File: src/rtl/pcm_sar_pkg.sv
// Shared types for the log-PCM successive-approximation controller.
package pcm_sar_pkg;
    // Conversion sequencer states.
    typedef enum logic [1:0] {
        ST_IDLE  = 2'd0,
        ST_CONV  = 2'd1,
        ST_LATCH = 2'd2
    } sar_state_t;
endpackage

File: src/rtl/sar_sequencer.sv
// Conversion sequencer: accepts a strobe only when idle, walks the bit
// index from the top bit down to zero (one comparator decision per cycle),
// then spends one cycle in the latch state. Assumes strobe is synchronous.
module sar_sequencer
    import pcm_sar_pkg::*;
#(
    parameter int WORD_W = 8,
    localparam int IDX_W = $clog2(WORD_W)
) (
    input  logic             clk,
    input  logic             rst_n,
    input  logic             strobe,
    output logic             start,
    output logic             decide,
    output logic             latch,
    output logic [IDX_W-1:0] bit_idx
);
    sar_state_t state;

    // Strobe is honoured only in idle; elsewhere it is dropped.
    assign start  = (state == ST_IDLE) && strobe;
    assign decide = (state == ST_CONV);
    assign latch  = (state == ST_LATCH);

    // State and bit-index register.
    always_ff @(posedge clk) begin
        if (!rst_n) begin
            state   <= ST_IDLE;
            bit_idx <= '0;
        end else begin
            case (state)
                ST_IDLE: if (strobe) begin
                    state   <= ST_CONV;
                    bit_idx <= IDX_W'(WORD_W - 1);
                end
                ST_CONV: if (bit_idx == '0) state <= ST_LATCH;
                         else bit_idx <= bit_idx - 1'b1;
                ST_LATCH: state <= ST_IDLE;
                default: state <= ST_IDLE;
            endcase
        end
    end


    conv_no_abort_chk: assert property (@(posedge clk) disable iff (!rst_n)
        (state == ST_CONV) |=> (state != ST_IDLE));


    latch_follows_bit0_chk: assert property (@(posedge clk) disable iff (!rst_n)
        (state == ST_CONV && bit_idx == '0) |=> (state == ST_LATCH));
endmodule

File: src/rtl/sar_register.sv
// Successive-approximation register: on start it loads a lone top trial
// bit. On each decision it keeps the comparator value in the tested bit
// and raises the next lower trial bit. On latch it copies the trial
// register to the output word and pulses done.
module sar_register #(
    parameter int WORD_W = 8,
    localparam int IDX_W = $clog2(WORD_W)
) (
    input  logic              clk,
    input  logic              rst_n,
    input  logic              start,
    input  logic              decide,
    input  logic              latch,
    input  logic [IDX_W-1:0]  bit_idx,
    input  logic              comp,
    output logic [WORD_W-1:0] trial,
    output logic [WORD_W-1:0] word,
    output logic              done
);
    logic [WORD_W-1:0] trial_nxt;

    // Per-bit next value for one decision step.
    always_comb begin
        for (int i = 0; i < WORD_W; i++) begin
            if (i == int'(bit_idx))
                trial_nxt[i] = comp;
            else if (bit_idx != '0 && i == int'(bit_idx) - 1)
                trial_nxt[i] = 1'b1;
            else
                trial_nxt[i] = trial[i];
        end
    end

    // Trial register update.
    always_ff @(posedge clk) begin
        if (!rst_n)
            trial <= '0;
        else if (start)
            trial <= {1'b1, {(WORD_W-1){1'b0}}};
        else if (decide)
            trial <= trial_nxt;
    end

    // Output word and done pulse.
    always_ff @(posedge clk) begin
        if (!rst_n) begin
            word <= '0;
            done <= 1'b0;
        end else begin
            done <= latch;
            if (latch) word <= trial;
        end
    end


    done_single_chk: assert property (@(posedge clk) disable iff (!rst_n)
        done |=> !done);


    word_hold_chk: assert property (@(posedge clk) disable iff (!rst_n)
        !latch |=> $stable(word));


    decided_bits_chk: assert property (@(posedge clk) disable iff (!rst_n)
        (decide && bit_idx == IDX_W'(WORD_W - 1)) |=> trial[WORD_W-1] == $past(comp));
endmodule

File: src/rtl/offset_integrator.sv
// Saturating signed integrator of decided sign bits: +1 for a positive
// sign and -1 for a negative sign, applied once per finished conversion.
module offset_integrator #(
    parameter int ACC_W = 8
) (
    input  logic                    clk,
    input  logic                    rst_n,
    input  logic                    update,
    input  logic                    sign_pos,
    output logic signed [ACC_W-1:0] acc
);
    localparam logic signed [ACC_W-1:0] ACC_MAX = {1'b0, {(ACC_W-1){1'b1}}};
    localparam logic signed [ACC_W-1:0] ACC_MIN = {1'b1, {(ACC_W-1){1'b0}}};

    // Accumulate with clamping at both rails.
    always_ff @(posedge clk) begin
        if (!rst_n)
            acc <= '0;
        else if (update) begin
            if (sign_pos && acc != ACC_MAX)
                acc <= acc + 1'b1;
            else if (!sign_pos && acc != ACC_MIN)
                acc <= acc - 1'b1;
        end
    end


    acc_idle_chk: assert property (@(posedge clk) disable iff (!rst_n)
        !update |=> $stable(acc));


    no_wrap_hi_chk: assert property (@(posedge clk) disable iff (!rst_n)
        (update && sign_pos && acc == ACC_MAX) |=> acc == ACC_MAX);


    no_wrap_lo_chk: assert property (@(posedge clk) disable iff (!rst_n)
        (update && !sign_pos && acc == ACC_MIN) |=> acc == ACC_MIN);
endmodule

File: src/rtl/pcm_sar_ctrl.sv
// Top of the log-PCM successive-approximation controller. Wires the
// sequencer, the approximation register and the sign integrator. Assumes
// a comparator that settles within one clock of a trial code change.
module pcm_sar_ctrl #(
    parameter int WORD_W = 8,
    parameter int ACC_W  = 8,
    localparam int IDX_W = $clog2(WORD_W)
) (
    input  logic                    clk,
    input  logic                    rst_n,
    input  logic                    sample_strobe,
    input  logic                    comp_ge,
    output logic [WORD_W-1:0]       trial_code,
    output logic                    conv_done,
    output logic [WORD_W-1:0]       pcm_word,
    output logic signed [ACC_W-1:0] offset_acc
);
    logic             start, decide, latch;
    logic [IDX_W-1:0] bit_idx;

    sar_sequencer #(.WORD_W(WORD_W)) u_seq (
        .clk(clk), .rst_n(rst_n), .strobe(sample_strobe),
        .start(start), .decide(decide), .latch(latch), .bit_idx(bit_idx)
    );

    sar_register #(.WORD_W(WORD_W)) u_reg (
        .clk(clk), .rst_n(rst_n), .start(start), .decide(decide),
        .latch(latch), .bit_idx(bit_idx), .comp(comp_ge),
        .trial(trial_code), .word(pcm_word), .done(conv_done)
    );

    offset_integrator #(.ACC_W(ACC_W)) u_int (
        .clk(clk), .rst_n(rst_n), .update(latch),
        .sign_pos(trial_code[WORD_W-1]), .acc(offset_acc)
    );


    word_match_chk: assert property (@(posedge clk) disable iff (!rst_n)
        conv_done |-> (pcm_word == trial_code));


    acc_moves_with_done_chk: assert property (@(posedge clk) disable iff (!rst_n)
        (offset_acc != $past(offset_acc)) |-> conv_done);
endmodule

File: config.mk
export PLATFORM = sky130hd
export DESIGN_NAME = pcm_sar_ctrl
export DESIGN_NICKNAME = d
export VERILOG_FILES = /design/src/rtl/pcm_sar_pkg.sv /design/src/rtl/sar_sequencer.sv /design/src/rtl/sar_register.sv /design/src/rtl/offset_integrator.sv /design/src/rtl/pcm_sar_ctrl.sv
export SDC_FILE = /design/constraint.sdc
export NUM_CORES = 1
export LEC_CHECK = 0
export BUFFER_PORTS_ARGS = -buffer_cell sky130_fd_sc_hd__clkbuf_2
export CORE_MARGIN = 8
export CORE_UTILIZATION = 55
export CTS_CLUSTER_DIAMETER = 40
export DETAILED_ROUTE_END_ITERATION = 10
export GPL_ROUTABILITY_DRIVEN = 0
export HOLD_SLACK_MARGIN = 0.05
export MAX_ROUTING_LAYER = met4
export PLACE_DENSITY = 0.79
export SLEW_MARGIN = 25
export SYNTH_ARGS = -nofsm -noshare
export SYNTH_HDL_FRONTEND = slang
export SYNTH_HIERARCHICAL = 1
export SYNTH_SLANG_ARGS = --single-unit
File: constraint.sdc
create_clock -name clk -period 3.25 [get_ports clk]
set_clock_uncertainty 0.05 [all_clocks]
set_input_delay 0.1625 -clock clk [delete_from_list [all_inputs] [get_ports clk]]
set_output_delay 0.1625 -clock clk [all_outputs]
set_load 0.05 [all_outputs]
==> impl_metrics.toml, run 1 <==
[placement]
dpl.hpwl_um = 2604
place.port_buffers = 28

[synth]
synthesis.area_per_instance_sq_um = 9.708
synth_cell_types = 53
syn-num-nets = 179
netlist_instances = 166
yosysWarnings = 6
synth_async_sr_flop_share_pct = 0
total_of_flip_flops_plus_latches_after_synthesis = 30
top_ff_cell_synth = "sky130_fd_sc_hd__dfxtp_1"
synth_edf_count = 0
netlist_area_sq_mm = 0.001612
synth-seq-area-share_pct = 37.27

[outcome]
result_of_the_run = "finished clean"

[critical_path]
cp_top_family = "compound AO/OA/AOI/OAI gates"
critical_path.slowest_cell = "sky130_fd_sc_hd__dfxtp_1"
worst-endpoint-arrival_ps = 2850
worst-path-buf-inv = 1
critPathMaxFanout = 7
cells_along_the_critical_path = "nand4_1, o21a_1, inv_1, ha_1, a211o_1, a2111oi_2, a41oi_1, a31o_2, a21oi_1"
delay_contributed_by_the_slowest_stage_of_the_critical_path_ps = 470
critPathRequiredTime_ps = 3460
startpoint_type = "flip-flop"
kind_of_end_point_of_the_critical_path = "flip-flop"
critPathKind = "reg -> reg"

[pwr]
vdd.ir_drop.worst_mv = 0.3817
power-per-cell-area_mw_per_mm2 = 454.5
design_power_total_mw = 0.8234
leakage_power_nw = 0.8034

[detailed_routing]
first_pass_iters = 4
drc = 0
final_antenna_net_count = 0
detailed_route_via_count = 1364
routedWlPerCell_um = 15.38
route.detailed.vias_per_inst = 5.982
finalWirelength_um = 3507
detailedRoute.firstIterationViolations = 79

[die]
io-pin-count = 29
core.rowCount = 19
initial_utilization_pct = 57.94
floorplan.die_area_sq_mm = 0.004918
fp.dieH_um = 70.13
die_w_um = 70.13
core_sq_mm = 0.002781

[clocking]
postCtsHoldBufs = 0
cts_setup_buffers = 0
cts_tree = "yes"
numClockSinks = 30
postCtsResizedCells = 0
worst_setup_hold_path_clk_slew_ps = 80
cts_buffers = 5
cts.root.buffer_cell = "sky130_fd_sc_hd__clkbuf_4"
cts.path.max_buffers = 2
ctsHtreeMaxLevel = 2
clock_latency_ps = 330

[cells_and_area]
num_antenna_cells = 0
fin_nets = 210
final.fill_count = 232
drive_gt1_share_pct = 22.84
area.growth.synth_to_final_pct = 12.42

[global_route]
first_global_vias = 1297
grt_max_degree = 21
antenna_found_initial = 0
global_route.usage.total_pct = 14.44
grt_remaining_overflow = 0
global_route_wire_length_before_repair_um = 5844

[sta]
maxSlewViolCount = 0
grt_setup_unrepaired = "false"
max_slew.worst_pin.slew_ps = 517.0
setup_violations = 0
post_route_minimum_period_ps = 2638
hold_violations = 0
fin_crit_sh_pct = 81.16
setup_tns_ps = 0
fmax_mhz = 379.1
max_slew_headroom_pct = 65.46

[worst_hold_path]
hold_path_class = "in -> reg"

[flow_run]
drv_cap = 0
[sequential cells by signal, summed over array words and instances, names as in the netlist]
| name | count |
|---|---|
| u_seq/bit_idx | 3 |
| u_reg/trial | 8 |
| u_reg/done | 1 |
| u_reg/word | 8 |
| u_int/acc | 8 |
| u_seq/state | 2 |
[synthesized netlist by cell type (6+ instances only)]
library cell	number	area [sq um]
sky130_fd_sc_hd__a21oi_1	7	35.03
sky130_fd_sc_hd__nor2_1	10	37.54
sky130_fd_sc_hd__dfxtp_1	30	600.6
sky130_fd_sc_hd__nor2b_1	10	62.56
sky130_fd_sc_hd__mux2i_1	14	140.1
sky130_fd_sc_hd__nand2_1	6	22.52
sky130_fd_sc_hd__ha_1	8	100.1
sky130_fd_sc_hd__inv_1	7	26.28
[stage by stage]
| step | util (%) | cell area [sq um] | setup slack (ps) | cells | hold slack, ps |
|---|---|---|---|---|---|
| 2_1_floorplan | - | 1612 | 528.6 | 166 | 234.2 |
| 3_3_place_gp | 63.52 | 1767 | 808.4 | 221 | 425.6 |
| 3_5_place_dp | 63.52 | 1767 | 689.7 | 221 | 450.2 |
| 4_1_cts | 65.14 | 1812 | 665.2 | 228 | 113.7 |
| 5_1_grt | 65.14 | 1812 | 445.3 | 228 | 118.5 |
| 6_report | 65.14 | 1812 | 612.4 | 228 | 116.3 |
[metal layers]
metal | up-vias | wire length, um | GRT usage [%]
met2 | 34 | 1704 | 24.47
li1 | 682 | - | -
met1 | 640 | 1544 | 15.37
met4 | 0 | 35 | 2.679
met3 | 8 | 223 | 6.356
met5 | - | 0 | -
[logic make-up after synthesis]
logic type      synth area share (%)
xor+xnor                       2.174
flops                          37.27
simple gates                   19.72
fa+ha+maj                      7.454
compound gates                 21.58
buf+inv                        3.105
mux                            8.695
[path summary, 6_finish.rpt]
kind / start / slack [ps] / endpoint / cells after the start
max reg2reg: u_int/acc[0] / 610 / u_int/acc[6] / 9
min: comp_ge / 120 / u_reg/trial[7] / 2
min reg2reg: u_int/acc[7] / 460 / u_int/acc[7] / 2
max: u_int/acc[0] / 610 / u_int/acc[6] / 9
[layout make-up]
class	count	area (sq um)	area share (%)
clock buffers	7	45.04	2.486
multi-input cells	125	960.9	53.04
well taps	31	38.79	2.141
inverters	7	26.28	1.450
flip-flops and latches	30	600.6	33.15
repair buffers	28	140.1	7.735
[worst register-to-register path, cell delays in order, from the launching register on]
cell and delay, ps:
sky130_fd_sc_hd__dfxtp_1 470, sky130_fd_sc_hd__nand4_1 150, sky130_fd_sc_hd__o21a_1 240, sky130_fd_sc_hd__inv_1 230, sky130_fd_sc_hd__ha_1 340, sky130_fd_sc_hd__a211o_1 330, sky130_fd_sc_hd__a2111oi_2 320, sky130_fd_sc_hd__a41oi_1 90
sky130_fd_sc_hd__a31o_2 220, sky130_fd_sc_hd__a21oi_1 130
[report_power, final]
part	leakage [nW]	internal, mW	switching (mW)
logic	0.534	0.0797	0.132
clock network	0.0254	0.0813	0.115
registers	0.244	0.385	0.0307
[cells in the final DEF, fill, tap and decap left out, types with 2 or more instances in the layout]
cell type / n
sky130_fd_sc_hd__nand4_1: 4
sky130_fd_sc_hd__a31oi_1: 4
sky130_fd_sc_hd__a21oi_1: 7
sky130_fd_sc_hd__clkbuf_1: 2
sky130_fd_sc_hd__and2_1: 2
sky130_fd_sc_hd__inv_1: 7
sky130_fd_sc_hd__a21oi_2: 2
sky130_fd_sc_hd__dfxtp_1: 30
sky130_fd_sc_hd__o311a_1: 2
sky130_fd_sc_hd__a311oi_1: 2
sky130_fd_sc_hd__nand3_1: 4
sky130_fd_sc_hd__a31o_2: 2
sky130_fd_sc_hd__clkbuf_2: 28
sky130_fd_sc_hd__a21o_1: 3
sky130_fd_sc_hd__nand2b_1: 4
sky130_fd_sc_hd__nand2_1: 6
sky130_fd_sc_hd__clkbuf_4: 5
sky130_fd_sc_hd__mux2i_1: 14
sky130_fd_sc_hd__o31ai_1: 2
sky130_fd_sc_hd__nor2_1: 10
sky130_fd_sc_hd__o21a_1: 2
sky130_fd_sc_hd__nor2b_1: 10
sky130_fd_sc_hd__a211oi_1: 4
sky130_fd_sc_hd__o21ai_0: 2
sky130_fd_sc_hd__xor2_1: 4
sky130_fd_sc_hd__ha_1: 8
(Power assumes the default switching activity.)
==> inputs of run 2 (changes only) <==
--- a/config.mk
+++ b/config.mk
@@ -7,13 +7,13 @@
 export LEC_CHECK = 0
 export BUFFER_PORTS_ARGS = -buffer_cell sky130_fd_sc_hd__clkbuf_2
 export CORE_MARGIN = 8
-export CORE_UTILIZATION = 55
+export CORE_UTILIZATION = 49
 export CTS_CLUSTER_DIAMETER = 40
 export DETAILED_ROUTE_END_ITERATION = 10
 export GPL_ROUTABILITY_DRIVEN = 0
 export HOLD_SLACK_MARGIN = 0.05
 export MAX_ROUTING_LAYER = met4
-export PLACE_DENSITY = 0.79
+export PLACE_DENSITY = 0.74
 export SLEW_MARGIN = 25
 export SYNTH_ARGS = -nofsm -noshare
 export SYNTH_HDL_FRONTEND = slang
==> constraint.sdc (replaced) <==
create_clock -name clk -period 2.4 [get_ports clk]
set_clock_uncertainty 0.05 [all_clocks]
set_input_delay 0.12 -clock clk [delete_from_list [all_inputs] [get_ports clk]]
set_output_delay 0.12 -clock clk [all_outputs]
set_load 0.05 [all_outputs]
==> run 2 against run 1 <==
Against the previous run:
- first-iteration DRC count is 3.8% higher
- clock power is 54% higher
- utilization is 5.0 points lower
- critical endpoint unchanged
==> impl_metrics.toml, run 2 (synthesis results as in run 1) <==
[sta]
max_slew.worst_pin.slew_ps = 538.9
fin_crit_sh_pct = 98.85
grt_setup_unrepaired = "true"
post_route_minimum_period_ps = 2373
maxSlewViolCount = 0
whs_ps = 63.48
max_slew_headroom_pct = 64.00
hold_violations = 0
setup_slack_ps = 27.48
fmax_mhz = 421.5
setup_violations = 0

[pwr]
vdd.ir_drop.worst_mv = 0.3547
power-per-cell-area_mw_per_mm2 = 602.2
leakage_power_nw = 0.8609
design_power_total_mw = 1.180

[clocking]
numClockSinks = 30
clock_latency_ps = 320
cts_buffers = 5
cts.path.max_buffers = 2
cts_tree = "yes"
ctsHtreeMaxLevel = 2
cts.root.buffer_cell = "sky130_fd_sc_hd__clkbuf_4"
worst_setup_hold_path_clk_slew_ps = 90

[critical_path]
delay_contributed_by_the_slowest_stage_of_the_critical_path_ps = 380
worst-endpoint-arrival_ps = 2580
critPathMaxFanout = 7
cells_along_the_critical_path = "nand4_1, o21a_1, inv_4, fa_2, a211o_1, a2111oi_4, a41oi_1, a31o_2, a21oi_1"
critPathRequiredTime_ps = 2610
critical_path.slowest_cell = "sky130_fd_sc_hd__fa_2"
kind_of_end_point_of_the_critical_path = "flip-flop"
startpoint_type = "flip-flop"
critPathKind = "reg -> reg"

[cells_and_area]
postLayoutCoreUtil_pct = 60.14
postLayoutCellArea_sq_mm = 0.001959
most_frequent_standard_cell_in_the_layout_excluding_fill_and_tap_cells = "sky130_fd_sc_hd__clkbuf_2"
drive_gt1_share_pct = 32.52
layout_common_cells = "sky130_fd_sc_hd__clkbuf_2, sky130_fd_sc_hd__dfxtp_1, sky130_fd_sc_hd__mux2i_1"
largestRegisters = "u_int/acc: 8 flops, u_reg/trial: 8 flops, u_reg/word: 8 flops"
num_antenna_cells = 0
area.growth.synth_to_final_pct = 21.58
fin_nets = 218

[die]
io-pin-count = 29
floorplan.die_area_sq_mm = 0.005380
fp.dieH_um = 73.35
core.rowCount = 21
core_sq_mm = 0.003258
initial_utilization_pct = 49.46
die_w_um = 73.35

[global_route]
global_route_wire_length_before_repair_um = 5782
first_global_vias = 1293
global_route.usage.total_pct = 13.97
antenna_found_initial = 0
grt_max_degree = 21
grt_remaining_overflow = 0

[detailed_routing]
drc = 0
finalWirelength_um = 3687
detailed_route_via_count = 1382
final_antenna_net_count = 0
detailedRoute.firstIterationViolations = 82
route.detailed.vias_per_inst = 5.484
first_pass_iters = 4
routedWlPerCell_um = 14.63

[placement]
place.port_buffers = 28
worst_case_setup_slack_after_placement_ps = 59.12
dpl.hpwl_um = 2706
postPlaceCellArea_sq_mm = 0.001832

[flow_run]
drv_cap = 0

[worst_hold_path]
hold_path_class = "in -> reg"

[outcome]
result_of_the_run = "finished clean"
run 2: cell types whose count changed in the layout (fill, tap and decap cells not counted), moves of 4 or more:
| cell | before | now |
|---|---|---|
| sky130_fd_sc_hd__dfxtp_4 | 0 | 5 |
| sky130_fd_sc_hd__dfxtp_1 | 30 | 21 |
| sky130_fd_sc_hd__buf_4 | 0 | 8 |
| sky130_fd_sc_hd__dfxtp_2 | 0 | 4 |
run 2: power breakdown:
| group | switching [mW] | leakage [nW] | total, mW | internal, mW |
|---|---|---|---|---|
| Sequential | 0.0400 | 0.249 | 0.559 | 0.519 |
| Combinational | 0.191 | 0.576 | 0.318 | 0.127 |
| Clock | 0.161 | 0.0353 | 0.302 | 0.142 |
| Total | 0.392 | 0.861 | 1.18 | 0.788 |
run 2: worst paths after layout:
check	startpoint	to	slack, ps	cells past startpoint
worst min register to register	u_int/acc[6]	u_int/acc[6]	440	2
worst min-delay path	comp_ge	u_reg/trial[7]	60	2
worst max-delay path	u_int/acc[2]	u_int/acc[6]	30	9
worst max register to register	u_int/acc[2]	u_int/acc[6]	30	9
run 2: routing by layer:
layer / GRT usage [%] / part of all wire (%)
met1: 15.41 / 45
met3: 4.502 / 6.6
met5: - / 0
met4: 5.543 / 1.2
met2: 22.84 / 47
run 2: what timing repair did:
item,CTS,global route
gates resized for setup,0,4
hold buffers,0,0
buffers inserted,0,5
setup endpoints to repair,0,2
run 2: critical path, delay by kind of cell (launching register included):
kind,cells,cell delay (ps)
flops,1,370
simple gates,1,100
buf+inv,1,80
compound gates,6,1320
fa+ha+maj,1,380
run 2: metrics by stage:
step                instances  setup TNS (ps)
floorplan                 166               0
global placement          239               0
detailed placement        239               0
global route              252          -75.97
finish                    252               0
CTS                       247               0
run 2: final cells by class:
cell class                      instances  area (sq um)
Tap cell                               46         57.56
Timing Repair Buffer                   36         200.2
Fill cell                             318          1299
Inverter                                7         28.78
Clock inverter                          1         5.005
Sequential cell                        30         624.3
Clock buffer                            7         55.05
Multi-Input combinational cell        125         988.4
==> inputs of run 3 (changes only) <==
--- a/config.mk
+++ b/config.mk
@@ -11,7 +11,7 @@
 export CTS_CLUSTER_DIAMETER = 40
 export DETAILED_ROUTE_END_ITERATION = 10
 export GPL_ROUTABILITY_DRIVEN = 0
-export HOLD_SLACK_MARGIN = 0.05
+export HOLD_SLACK_MARGIN = 0.08
 export MAX_ROUTING_LAYER = met4
 export PLACE_DENSITY = 0.74
 export SLEW_MARGIN = 25
==> run 3 against run 2 <==
Against the previous run:
- maximum frequency barely moved
- non-clock buffer count up 1
- worst hold slack better by 130 ps
- via count increased by 0.72%
- largest power group unchanged
- critical endpoint unchanged
- global-route usage did not move
==> impl_metrics.toml, run 3 (synthesis results as in run 1) <==
[clocking]
cts_buffers = 5
cts.path.max_buffers = 2
cts.root.buffer_cell = "sky130_fd_sc_hd__clkbuf_4"
worst_setup_hold_path_clk_slew_ps = 90
clock_latency_ps = 320
numClockSinks = 30
cts_tree = "yes"
ctsHtreeMaxLevel = 2

[die]
fp.dieH_um = 73.35
initial_utilization_pct = 49.46
core.rowCount = 21
io-pin-count = 29
die_w_um = 73.35
floorplan.die_area_sq_mm = 0.005380
core_sq_mm = 0.003258

[detailed_routing]
route.detailed.vias_per_inst = 5.502
final_antenna_net_count = 0
drc = 0
first_pass_iters = 4
detailedRoute.firstIterationViolations = 87
detailed_route_via_count = 1392
routedWlPerCell_um = 14.59
finalWirelength_um = 3691

[sta]
post_route_minimum_period_ps = 2373
fin_crit_sh_pct = 98.87
max_slew_headroom_pct = 64.15
maxSlewViolCount = 0
setup_tns_ps = 0
setup_violations = 0
setup_slack_ps = 27.15
max_slew.worst_pin.slew_ps = 536.6
fmax_mhz = 421.4
hold_violations = 0
grt_setup_unrepaired = "true"

[critical_path]
critPathRequiredTime_ps = 2610
delay_contributed_by_the_slowest_stage_of_the_critical_path_ps = 380
rrSetupSlack_ps = 30
r2r_end = "u_int/acc[6]"
r2r_start = "u_int/acc[2]"
cells_along_the_critical_path = "nand4_1, o21a_1, inv_4, fa_2, a211o_1, a2111oi_4, a41oi_1, a31o_2, a21oi_1"
worst-path-buf-inv = 1
critical_path.slowest_cell = "sky130_fd_sc_hd__fa_2"
worst-r2r-cell-count = 9
critPathKind = "reg -> reg"
worst-endpoint-arrival_ps = 2580
startpoint_type = "flip-flop"
kind_of_end_point_of_the_critical_path = "flip-flop"
critPathMaxFanout = 7
cp_top_family = "compound AO/OA/AOI/OAI gates"

[global_route]
global_route.usage.total_pct = 13.97
grt_remaining_overflow = 0
first_global_vias = 1297
global_route_wire_length_before_repair_um = 5782
top_usage_layer = "met2"
grtUsageMet3_pct = 4.502
global_route.usage.met1_pct = 15.41
antenna_found_initial = 0
groute.layer.met2.usage_pct = 22.84
grt_max_degree = 21

[pwr]
power.switching_mw = 0.3919
power-per-cell-area_mw_per_mm2 = 599.7
pwr-share-seq_pct = 47.4
leakage_power_nw = 0.8651
design_power_total_mw = 1.181
p_int_mw = 0.7891
vdd.ir_drop.worst_mv = 0.3547
power_frac_clock_pct = 25.6
fraction_of_power_spent_switching_nets_pct = 33.18
combPwrFrac_pct = 27.0

[placement]
worst_case_setup_slack_after_placement_ps = 59.12
place.port_buffers = 28
postPlaceCellArea_sq_mm = 0.001832
dpl.hpwl_um = 2706

[outcome]
result_of_the_run = "finished clean"

[cells_and_area]
fin_nets = 219
most_frequent_standard_cell_in_the_layout_excluding_fill_and_tap_cells = "sky130_fd_sc_hd__clkbuf_2"
postLayoutCellArea_sq_mm = 0.001969
regArea_sq_um = 624.3
drive_gt1_share_pct = 32.37
num_antenna_cells = 0
multiInputGateArea_sq_um = 988.4
final.fill_count = 317
layout_common_cells = "sky130_fd_sc_hd__clkbuf_2, sky130_fd_sc_hd__dfxtp_1, sky130_fd_sc_hd__mux2i_1"
largestRegisters = "u_int/acc: 8 flops, u_reg/trial: 8 flops, u_reg/word: 8 flops"
area.growth.synth_to_final_pct = 22.21

[worst_hold_path]
min-delay-start = "sample_strobe"
hold_path_end = "u_seq/bit_idx[0]"
worstHoldPathCells = 4
hold_path_class = "in -> reg"

[flow_run]
drv_cap = 0
-- run 3: layout make-up --
type	count	share of cell area (%)
Multi-Input combinational cell	125	50.19
Timing Repair Buffer	37	10.67
Sequential cell	30	31.70
Inverter	7	1.461
Clock inverter	1	0.2541
Tap cell	46	2.922
Clock buffer	7	2.795
-- run 3: metrics by stage --
step | std cells | hold WS, ps | utilization (%)
4_1_cts | 248 | 193.2 | 58.37
3_5_place_dp | 239 | 394.7 | 56.22
3_3_place_gp | 239 | 384.2 | 56.22
2_1_floorplan | 166 | 191.7 | -
5_1_grt | 253 | 225.4 | 60.45
6_report | 253 | 194.7 | 60.45
-- run 3: power groups by stage --
| stage | logic [mW] | clock network, mW | registers (mW) |
|---|---|---|---|
| final | 0.319 | 0.302 | 0.559 |
| after global routing | 0.344 | 0.329 | 0.566 |
| after CTS | 0.297 | 0.309 | 0.561 |
| after detailed placement | 0.295 | 0 | 0.573 |
| after global placement | 0.281 | 0 | 0.570 |
| after floorplan | 0.195 | 0 | 0.604 |
-- run 3: routing by layer --
metal | part of all wire [%] | routed length (um) | up-vias
li1 | - | - | 698
met1 | 46 | 1691 | 650
met2 | 46 | 1712 | 38
met3 | 6.5 | 241 | 6
met4 | 1.2 | 45 | 0
met5 | 0 | 0 | -
-- run 3: timing repair --
item	4_1_cts	5_1_grt
setup endpoints to repair	0	2
hold buffers	1	0
gates resized for setup	0	4
endpoints found under the hold margin	2	0
setup buffers	0	5
-- run 3: tightest hold or removal path, stage by stage --
cell	delay, ps
sky130_fd_sc_hd__clkbuf_2	90
sky130_fd_sc_hd__o21ba_1	120
sky130_fd_sc_hd__o21ai_0	70
sky130_fd_sc_hd__a21oi_1	120
-- run 3: worst max-delay path by stage --
stage	start	to	slack [ps]	depth (start not counted)
after global placement	u_int/acc[1]	u_int/acc[6]	180	9
after floorplan	u_int/acc[2]	u_int/acc[6]	9	9
after detailed placement	u_int/acc[1]	u_int/acc[6]	60	9
after global routing	u_int/acc[2]	u_int/acc[6]	-80	9
after CTS	u_int/acc[1]	u_int/acc[6]	40	9
final	u_int/acc[2]	u_int/acc[6]	30	9
